==> config.mk <==
export PLATFORM = sky130hd
export DESIGN_NAME = frc_timer
export DESIGN_NICKNAME = d
export VERILOG_FILES = /design/src/rtl/frc_pkg.sv /design/src/rtl/frc_counter.sv /design/src/rtl/frc_capture.sv /design/src/rtl/frc_compare.sv /design/src/rtl/frc_timer.sv
export SDC_FILE = /design/constraint.sdc
export NUM_CORES = 1
export LEC_CHECK = 0
export BUFFER_PORTS_ARGS = -buffer_cell sky130_fd_sc_hd__buf_2
export CAP_MARGIN = 20
export CORE_MARGIN = 2
export CORE_UTILIZATION = 45
export DETAILED_ROUTE_END_ITERATION = 6
export GPL_ROUTABILITY_DRIVEN = 0
export PLACE_DENSITY = 0.65
export SLEW_MARGIN = 10
export SYNTH_ARGS = -nofsm -noshare
export SYNTH_HDL_FRONTEND = slang
export SYNTH_SLANG_ARGS = --single-unit
export TNS_END_PERCENT = 100
==> constraint.sdc <==
create_clock -name clk -period 4.4 [get_ports clk]
set_input_delay 0.66 -clock clk [delete_from_list [all_inputs] [get_ports clk]]
set_output_delay 0.66 -clock clk [all_outputs]
set_load 0.05 [all_outputs]
==> src/rtl/frc_pkg.sv <==
package frc_pkg;
    localparam int AW = 3;

    typedef enum logic [AW-1:0] {
        A_CTRL = 3'd0,
        A_CMP  = 3'd1,
        A_CAP  = 3'd2,
        A_STAT = 3'd3,
        A_CNT  = 3'd4
    } reg_addr_e;

    // bit 6 .. bit 0
    typedef struct packed {
        logic       lvl1;
        logic       lvl0;
        logic       oe1;
        logic       oe0;
        logic [1:0] edge_sel;
        logic       run;
    } ctrl_t;

    localparam int CTRL_W = $bits(ctrl_t);

    function automatic logic edge_hit(input logic [1:0] sel, input logic prev, input logic cur);
        case (sel)
            2'b01:   return ~prev & cur;
            2'b10:   return prev & ~cur;
            2'b11:   return prev ^ cur;
            default: return 1'b0;
        endcase
    endfunction
endpackage

==> src/rtl/frc_counter.sv <==
module frc_counter #(
    parameter int CW = 16
) (
    input  logic          clk,
    input  logic          rst,
    input  logic          run,
    output logic [CW-1:0] cnt,
    output logic          wrap
);
    localparam logic [CW-1:0] CMAX = '1;

    assign wrap = run && (cnt == CMAX);

    always_ff @(posedge clk) begin
        if (rst)      cnt <= '0;
        else if (run) cnt <= cnt + 1'b1;
        else          cnt <= '0;
    end

    p_wrap_r1: assert property (@(posedge clk) disable iff (rst)
        (run && cnt == CMAX) |=> (cnt == '0));
    p_stop_r1: assert property (@(posedge clk) disable iff (rst)
        !run |=> (cnt == '0));
endmodule

==> src/rtl/frc_capture.sv <==
module frc_capture #(
    parameter int CW   = 16,
    parameter int SYNC = 2
) (
    input  logic          clk,
    input  logic          rst,
    input  logic          run,
    input  logic [1:0]    edge_sel,
    input  logic          pin,
    input  logic [CW-1:0] cnt,
    output logic [CW-1:0] cap_q,
    output logic          irq
);
    import frc_pkg::*;

    logic [SYNC:0] sh;
    logic          hit;

    assign hit = edge_hit(edge_sel, sh[SYNC], sh[SYNC-1]);

    always_ff @(posedge clk) begin
        if (rst) begin
            sh    <= '0;
            cap_q <= '0;
            irq   <= 1'b0;
        end else begin
            sh  <= {sh[SYNC-1:0], pin};
            irq <= run && hit;
            if (run && hit) cap_q <= cnt;
        end
    end

    p_cap_val_r4: assert property (@(posedge clk) disable iff (rst)
        irq |-> (cap_q == $past(cnt)));
    p_cap_run_r4: assert property (@(posedge clk) disable iff (rst)
        irq |-> $past(run));
endmodule

==> src/rtl/frc_compare.sv <==
module frc_compare #(
    parameter int CW = 16
) (
    input  logic          clk,
    input  logic          rst,
    input  logic          run,
    input  logic          wrap,
    input  logic [CW-1:0] cnt,
    input  logic          buf_we,
    input  logic [CW-1:0] buf_wdata,
    input  logic          idle_lvl,
    output logic [CW-1:0] buf_q,
    output logic          tog,
    output logic          irq
);
    logic [CW-1:0] act;
    logic          hit;

    assign hit = (cnt == act);

    always_ff @(posedge clk) begin
        if (rst) begin
            buf_q <= '0;
            act   <= '0;
            irq   <= 1'b0;
            tog   <= 1'b0;
        end else begin
            if (buf_we) buf_q <= buf_wdata;
            if (buf_we && !run) act <= buf_wdata;
            else if (wrap)      act <= buf_q;
            irq <= run && hit;
            if (!run)     tog <= idle_lvl;
            else if (hit) tog <= ~tog;
        end
    end

    p_match_run_r2: assert property (@(posedge clk) disable iff (rst)
        irq |-> $past(run));
    p_toggle_r3: assert property (@(posedge clk) disable iff (rst)
        irq |-> (tog != $past(tog)));
    p_buffered_r8: assert property (@(posedge clk) disable iff (rst)
        ($past(run) && !$past(wrap)) |-> (act == $past(act)));
endmodule

==> src/rtl/frc_timer.sv <==
module frc_timer #(
    parameter int CW   = 16,
    parameter int SYNC = 2
) (
    input  logic          clk,
    input  logic          rst,
    input  logic          wr_en,
    input  logic [2:0]    wr_addr,
    input  logic [CW-1:0] wr_data,
    input  logic [2:0]    rd_addr,
    output logic [CW-1:0] rd_data,
    input  logic          cap_pin,
    output logic          out0,
    output logic          out1,
    output logic          irq_cap,
    output logic          irq_cmp,
    output logic          irq_ovf
);
    import frc_pkg::*;

    ctrl_t         ctrl;
    logic          ovf;
    logic [CW-1:0] cnt, cap_q, buf_q;
    logic          wrap, tog, ovf_clr;
    reg_addr_e     waddr, raddr;

    assign waddr   = reg_addr_e'(wr_addr);
    assign raddr   = reg_addr_e'(rd_addr);
    assign ovf_clr = wr_en && waddr == A_STAT && !wr_data[0];

    always_ff @(posedge clk) begin
        if (rst) begin
            ctrl    <= '0;
            ovf     <= 1'b0;
            irq_ovf <= 1'b0;
        end else begin
            if (wr_en && waddr == A_CTRL) ctrl <= ctrl_t'(wr_data[CTRL_W-1:0]);
            irq_ovf <= wrap;
            if (wrap)         ovf <= 1'b1;
            else if (ovf_clr) ovf <= 1'b0;
        end
    end

    frc_counter #(.CW(CW)) u_cnt (
        .clk(clk), .rst(rst), .run(ctrl.run), .cnt(cnt), .wrap(wrap)
    );

    frc_capture #(.CW(CW), .SYNC(SYNC)) u_cap (
        .clk(clk), .rst(rst), .run(ctrl.run), .edge_sel(ctrl.edge_sel),
        .pin(cap_pin), .cnt(cnt), .cap_q(cap_q), .irq(irq_cap)
    );

    frc_compare #(.CW(CW)) u_cmp (
        .clk(clk), .rst(rst), .run(ctrl.run), .wrap(wrap), .cnt(cnt),
        .buf_we(wr_en && waddr == A_CMP), .buf_wdata(wr_data),
        .idle_lvl(ctrl.lvl1), .buf_q(buf_q), .tog(tog), .irq(irq_cmp)
    );

    // channel 0 is a capture channel: its pin enable never hands it the pin
    assign out0 = ctrl.lvl0;
    assign out1 = (ctrl.run && ctrl.oe1) ? tog : ctrl.lvl1;

    always_comb begin
        case (raddr)
            A_CTRL:  rd_data = CW'(ctrl);
            A_CMP:   rd_data = buf_q;
            A_CAP:   rd_data = cap_q;
            A_STAT:  rd_data = CW'(ovf);
            A_CNT:   rd_data = cnt;
            default: rd_data = '0;
        endcase
    end

    p_ovf_set_r6: assert property (@(posedge clk) disable iff (rst)
        irq_ovf |-> ovf);
    p_ovf_sticky_r7: assert property (@(posedge clk) disable iff (rst)
        (ovf && !ovf_clr) |=> ovf);
endmodule

== Yosys cells after proc, flatten, opt, wreduce, memory -nomap -nowiden ==
Cells that the tools add are included.

* Register bits: 79
* Bits in latches: 0
* Bits in writable memories: 0
* Bits in read-only memories: 0
* Input port bits: 26
* Logic and storage cells: 61
* Memories kept: 0

* $add $sub $neg: 1
* Multipliers: 0
* Divide/modulo/power cells: 0
* Magnitude comparators: 0
* Eq/ne operators: 12
* Shift-type cells: 0
* Multiplexer cells: 9
* Bitwise gates (word level): 7
* Reduce and logical (&&, ||, !) cells: 16

{| class="wikitable"
|+ Operators by type and width
! kind !! count
|-
| 16-bit one-hot mux with 5 select lines || 1
|-
| 16-bit 2-to-1 mux || 2
|-
| 16-bit by 1-bit adder with 16-bit output (second input constant) || 1
|-
| 16-bit == test || 1
|-
| 16-bit == test (second input constant) || 1
|-
| 3-bit by 2-bit == test with 1-bit output (second input constant) || 3
|-
| 1-bit logical AND || 9
|-
| 3-bit by 1-bit == test with 1-bit output (second input constant) || 2
|-
| 3-bit zero test || 2
|-
| 1-bit 2-to-1 mux || 5
|-
| 2-bit == test (second input constant) || 2
|-
| 1-bit inverter || 4
|-
| 2-bit nonzero test || 2
|-
| 3-bit == test (second input constant) || 1
|-
| 1-bit one-hot mux with 3 select lines || 1
|-
| 1-bit AND || 2
|-
| 2-bit by 1-bit == test with 1-bit output (second input constant) || 1
|-
| 1-bit zero test || 2
|-
| 2-bit by 1-bit != test with 1-bit output (second input constant) || 1
|-
| 2-bit OR reduction || 1
|-
| 1-bit XOR || 1
|}

== Depth between registers and ports, before layout ==
* Depth after elaboration: 5
* Gate-level depth with buffers: 9

== Modules after synthesis ==
From an unflattened synthesis, not the netlist that was laid out.

* Cells, all modules: 407
* Area total of the unflattened synthesis: 3915.0 sq um

{| class="wikitable"
|+ Modules (own cells, without submodules)
! module !! times used !! cells an instance !! area each (sq um) !! sequential area each (sq um)
|-
| frc_compare || 1 || 151 || 1506.4 || 680.7
|-
| frc_capture || 1 || 85 || 897.1 || 400.4
|-
| frc_timer || 1 || 86 || 760.7 || 180.2
|-
| frc_counter || 1 || 85 || 750.7 || 320.3
|}

== Worst setup path before layout ==
No wires, ideal clock.

* Path kind: input to output
* From: input rd_addr[1]
* To: output rd_data[10]
* Data arrival time: 2.695 ns
* Data required time: 3.740 ns
* Setup slack: 1.045 ns
* Cell stages on the path: 5
* Path buffers: 2
* Cells stage by stage: clkbuf_1 nor2b_1 clkbuf_1 a22oi_1 o21ai_0

* Cells in the longest elaborated chain, start to end: 2

{| class="wikitable"
|+ RTL lines
! what !! RTL line !! source
|-
| from (decl) || frc_timer.sv:10 || <nowiki>input logic [2:0] rd_addr,</nowiki>
|-
| 3-bit == test, or another cell as far along || frc_timer.sv:64 || <nowiki>case (raddr)</nowiki>
|-
| 16-bit one-hot mux with 5 select lines (*) || frc_timer.sv:64 ||
|-
| to (decl) || frc_timer.sv:11 || <nowiki>output logic [CW-1:0] rd_data,</nowiki>
|}

Mark *: on every way between the ends. The rest lies on a longest branch, timed or not.

== Worst setup path in the final report ==
* From: input rd_addr[0]
* To: output rd_data[6]

The elaborated chain is that of the path after synthesis.

==> results.txt <==
----------------------------------------------------
[Detailed routing]
  Routed wire length ... between 8 and 9 mm
  Drt wl/cell ... 15.64 um
  Vias per cell ... between 5 and 6
  1st-pass router iterations ... 4
  Final routed DRC violation total ... 0
  Via count ... between 2,000 and 3,000
  Antenna violation net count after detailed routing ... 0
  Drt initial violations ... approximately 220

[Global routing]
  Wire length of the first global-routing pass ... 14.23 mm
  Via count of the first global-routing pass ... ~2,700
  Leftover overflow at the end of global routing ... 0
  Largest net degree at the start of global routing ... between 40 and 50
  Total track usage ... 21.02%
  Antenna violations before repair ... 0

[Yosys]
  Number of instances in the synthesized netlist ... between 400 and 500
  Synth top area cells ... dfxtp_1, mux2i_1, xor2_1
  Most frequently used cell type in the post-synthesis netlist ... dfxtp_1
  Top post-synthesis cells by count ... dfxtp_1, nand2_1, nor2_1
  Yosys top cell area share ... 43.27%
  Number of enable-type register cells in the synthesized netlist ... 0
  Yosys Warn Count ... 0
  Sequential fraction of the synthesis area ... ~43%
  Number of distinct library cells after synthesis ... 40
  Syn Area/Cell ... 8.892 sq um
  Netlist Area Pre-Place ... 3655 sq um
  Ys async rst share ... 0%
  Cell type with the highest aggregate area in the netlist ... dfxtp_1
  Post-synth net total ... between 400 and 500
  Prevailing post-synth register cell ... dfxtp_1
  #FFs+latches synth ... 79

[Run status]
  Outcome ... complete, no violations

[Power and ir drop]
  Power Dens Cells ... 324.6 nW/um^2
  Total power ... 1.326 mW
  Leakage power ... about 1.7 nW
  Largest vdd supply drop ... approximately 0.20 mV

[Hold path]
  Hold WC Path Type ... reg -> reg
  Hold path start ... u_cap.sh[0]

[Timing]
  Slew at the pin with the worst max-slew slack ... around 1.0 ns
  RSZ-0062 raised after global routing ... false
  Summed negative setup slack over all endpoints ... 0 ns
  Final-report hold violation count ... 0
  Relative slew margins ... 31.85%
  Final Max Tran Viols ... 0
  Fraction of the cycle the final worst path needs ... 70.22%
  Time the final worst path needs with I/O delays and setup ... 3.090 ns
  Number of setup violations in the final report ... 0
  Worst setup skew after layout ... 0.01044 ns
  Top achievable clock speed ... approximately 0.32 GHz

[CTS]
  TritonCTS clock tree ... built
  Hold_buf cts ... 0
  Buffer depth of the longest clock path ... 2
  Clock buffer count from CTS ... 9
  Clock-pin slew on the worst setup and hold paths ... 0.08 ns
  Clk Latency, worst-skew pair ... 0.34 ns
  Root buffer cell ... clkbuf_8
  Number of gates given a new drive strength after cts ... 0
  CTS Sinks ... 79
  CTS H-tree lvls ... 3
  Post-CTS setup buffers ... 0

[Critical path]
  Crit Reg-Reg Startpoint ... u_cnt.cnt[0]
  Worst path arrival time ... 2.43 ns
  Element type at the critical path end ... output port
  Crit Path Category ... in -> out
  Maximum fanout along the worst path ... 15
  Kind of start point of the critical path ... input port
  Required @ worst endpoint ... between 3 and 4 ns
  CP Launch Point ... rd_addr[0]

[Finish]
  Number of fill cells in the layout ... ~760
  Share of final-layout standard cells stronger than drive strength 1 ... about 16%
  Area overhead of the layout relative to synthesis ... 11.78%
  End-of-flow core utilization ... 52.32%
  Final net count ... 470
  Count of antenna diodes in the layout ... 0

[Placed design]
  Post-DP HPWL ... 6.089 mm
  Number of buffer cells added on primary ports ... 46

[Floorplanning]
  Area of the placeable core ... 7807 sq um
  Initial core utilization ... between 40% and 50%
  Row cnt ... 32
  Die Ht ... 94.12 um
  Die area ... between 8000 and 9000 sq um
  Ports placed on the boundary ... 47
  DIE WIDTH ... 94.12 um

[Job]
  Max Cap Violations ... 0

----------------------------------------------------
## report_power, final
group	switching, mW	internal (mW)
sequential	0.00865	0.724
combinational	0.0472	0.0255
clock	0.259	0.263
## critical path: stages
cell and delay, ns:
buf_2 0.19, nor2b_1 0.84, a21oi_1 0.15, o21ai_0 0.27
buf_2 0.32
## cell type report
cell class	instances	area, sq um	share of cell area (%)
Tap cell	102	127.6	3.124
Inverter	5	18.77	0.4594
Timing Repair Buffer	50	260.3	6.371
Sequential cell	79	1582	38.71
Clock buffer	11	131.4	3.216
Multi-Input combinational cell	296	1907	46.68
Clock inverter	5	58.81	1.440
## routing by layer
layer | track usage (%) | vias up | wire length [um] | share of wire, %
li1 | - | 1461 | - | -
met1 | 30.07 | 1381 | 4095 | 48
met2 | 31.73 | 64 | 3995 | 47
met3 | 3.371 | 9 | 370 | 4.3
met4 | 7.971 | 0 | 110 | 1.3
met5 | 0 | - | 0 | 0
## state kept, by name (all words and copies together), names as in the netlist
register	cells
u_cmp.buf_q	16
u_cap.sh	3
u_cmp.tog	1
u_cap.irq	1
irq_ovf	1
ctrl	6
ovf	1
u_cmp.act	16
out0	1
u_cap.cap_q	16
u_cmp.irq	1
u_cnt.cnt	16
## final timing paths
path | slack, ns | depth (start not counted) | endpoint
setup reg to reg | 2.31 | 7 | u_cmp.act[8]
hold reg to reg | 0.45 | 1 | u_cap.sh[1]
setup / recovery | 1.31 | 5 | rd_data[6]
hold / removal | 0.45 | 1 | u_cap.sh[1]
## per-stage QoR
stage | setup WS [ns] | std cells | hold WS, ns | area, sq um
finish | 1.310 | 548 | 0.4468 | 4085
floorplan | 1.045 | 411 | 0.4138 | 3655
global route | 1.126 | 548 | 0.4682 | 4085
detailed placement | 1.339 | 532 | 0.4337 | 3895
CTS | 1.336 | 548 | 0.4536 | 4085
global placement | 1.364 | 532 | 0.4246 | 3895
## cell usage in the layout, fill, tap and decap left out, drive strengths merged, types with 3 or more instances in the layout
cell type  Yosys  routed
nor4           5       5
xnor2          4       4
ha             3       3
buf           13      50
mux2i         45      45
xor2          26      26
o21ai         16      16
nand4          4       4
o2bb2ai       16      16
dfxtp         79      79
a22oi          9       9
inv            5       5
nor2          55      55
nand3          8       8
nand2         57      57
clkbuf        18      11
a21oi         24      24
nor2b          7       7
## cells by family after synthesis
family | Yosys count | synth area share (%)
and+or+nand+nor | 146 | 18.35
buffers and inverters | 36 | 4.656
xor gates and xnor gates | 30 | 7.189
AOI/OAI and AO/OA | 70 | 12.26
adders and majority gates | 3 | 1.027
DFF | 79 | 43.27
muxes | 47 | 13.25
No activity file was read; power rests on OpenSTA's default activity.
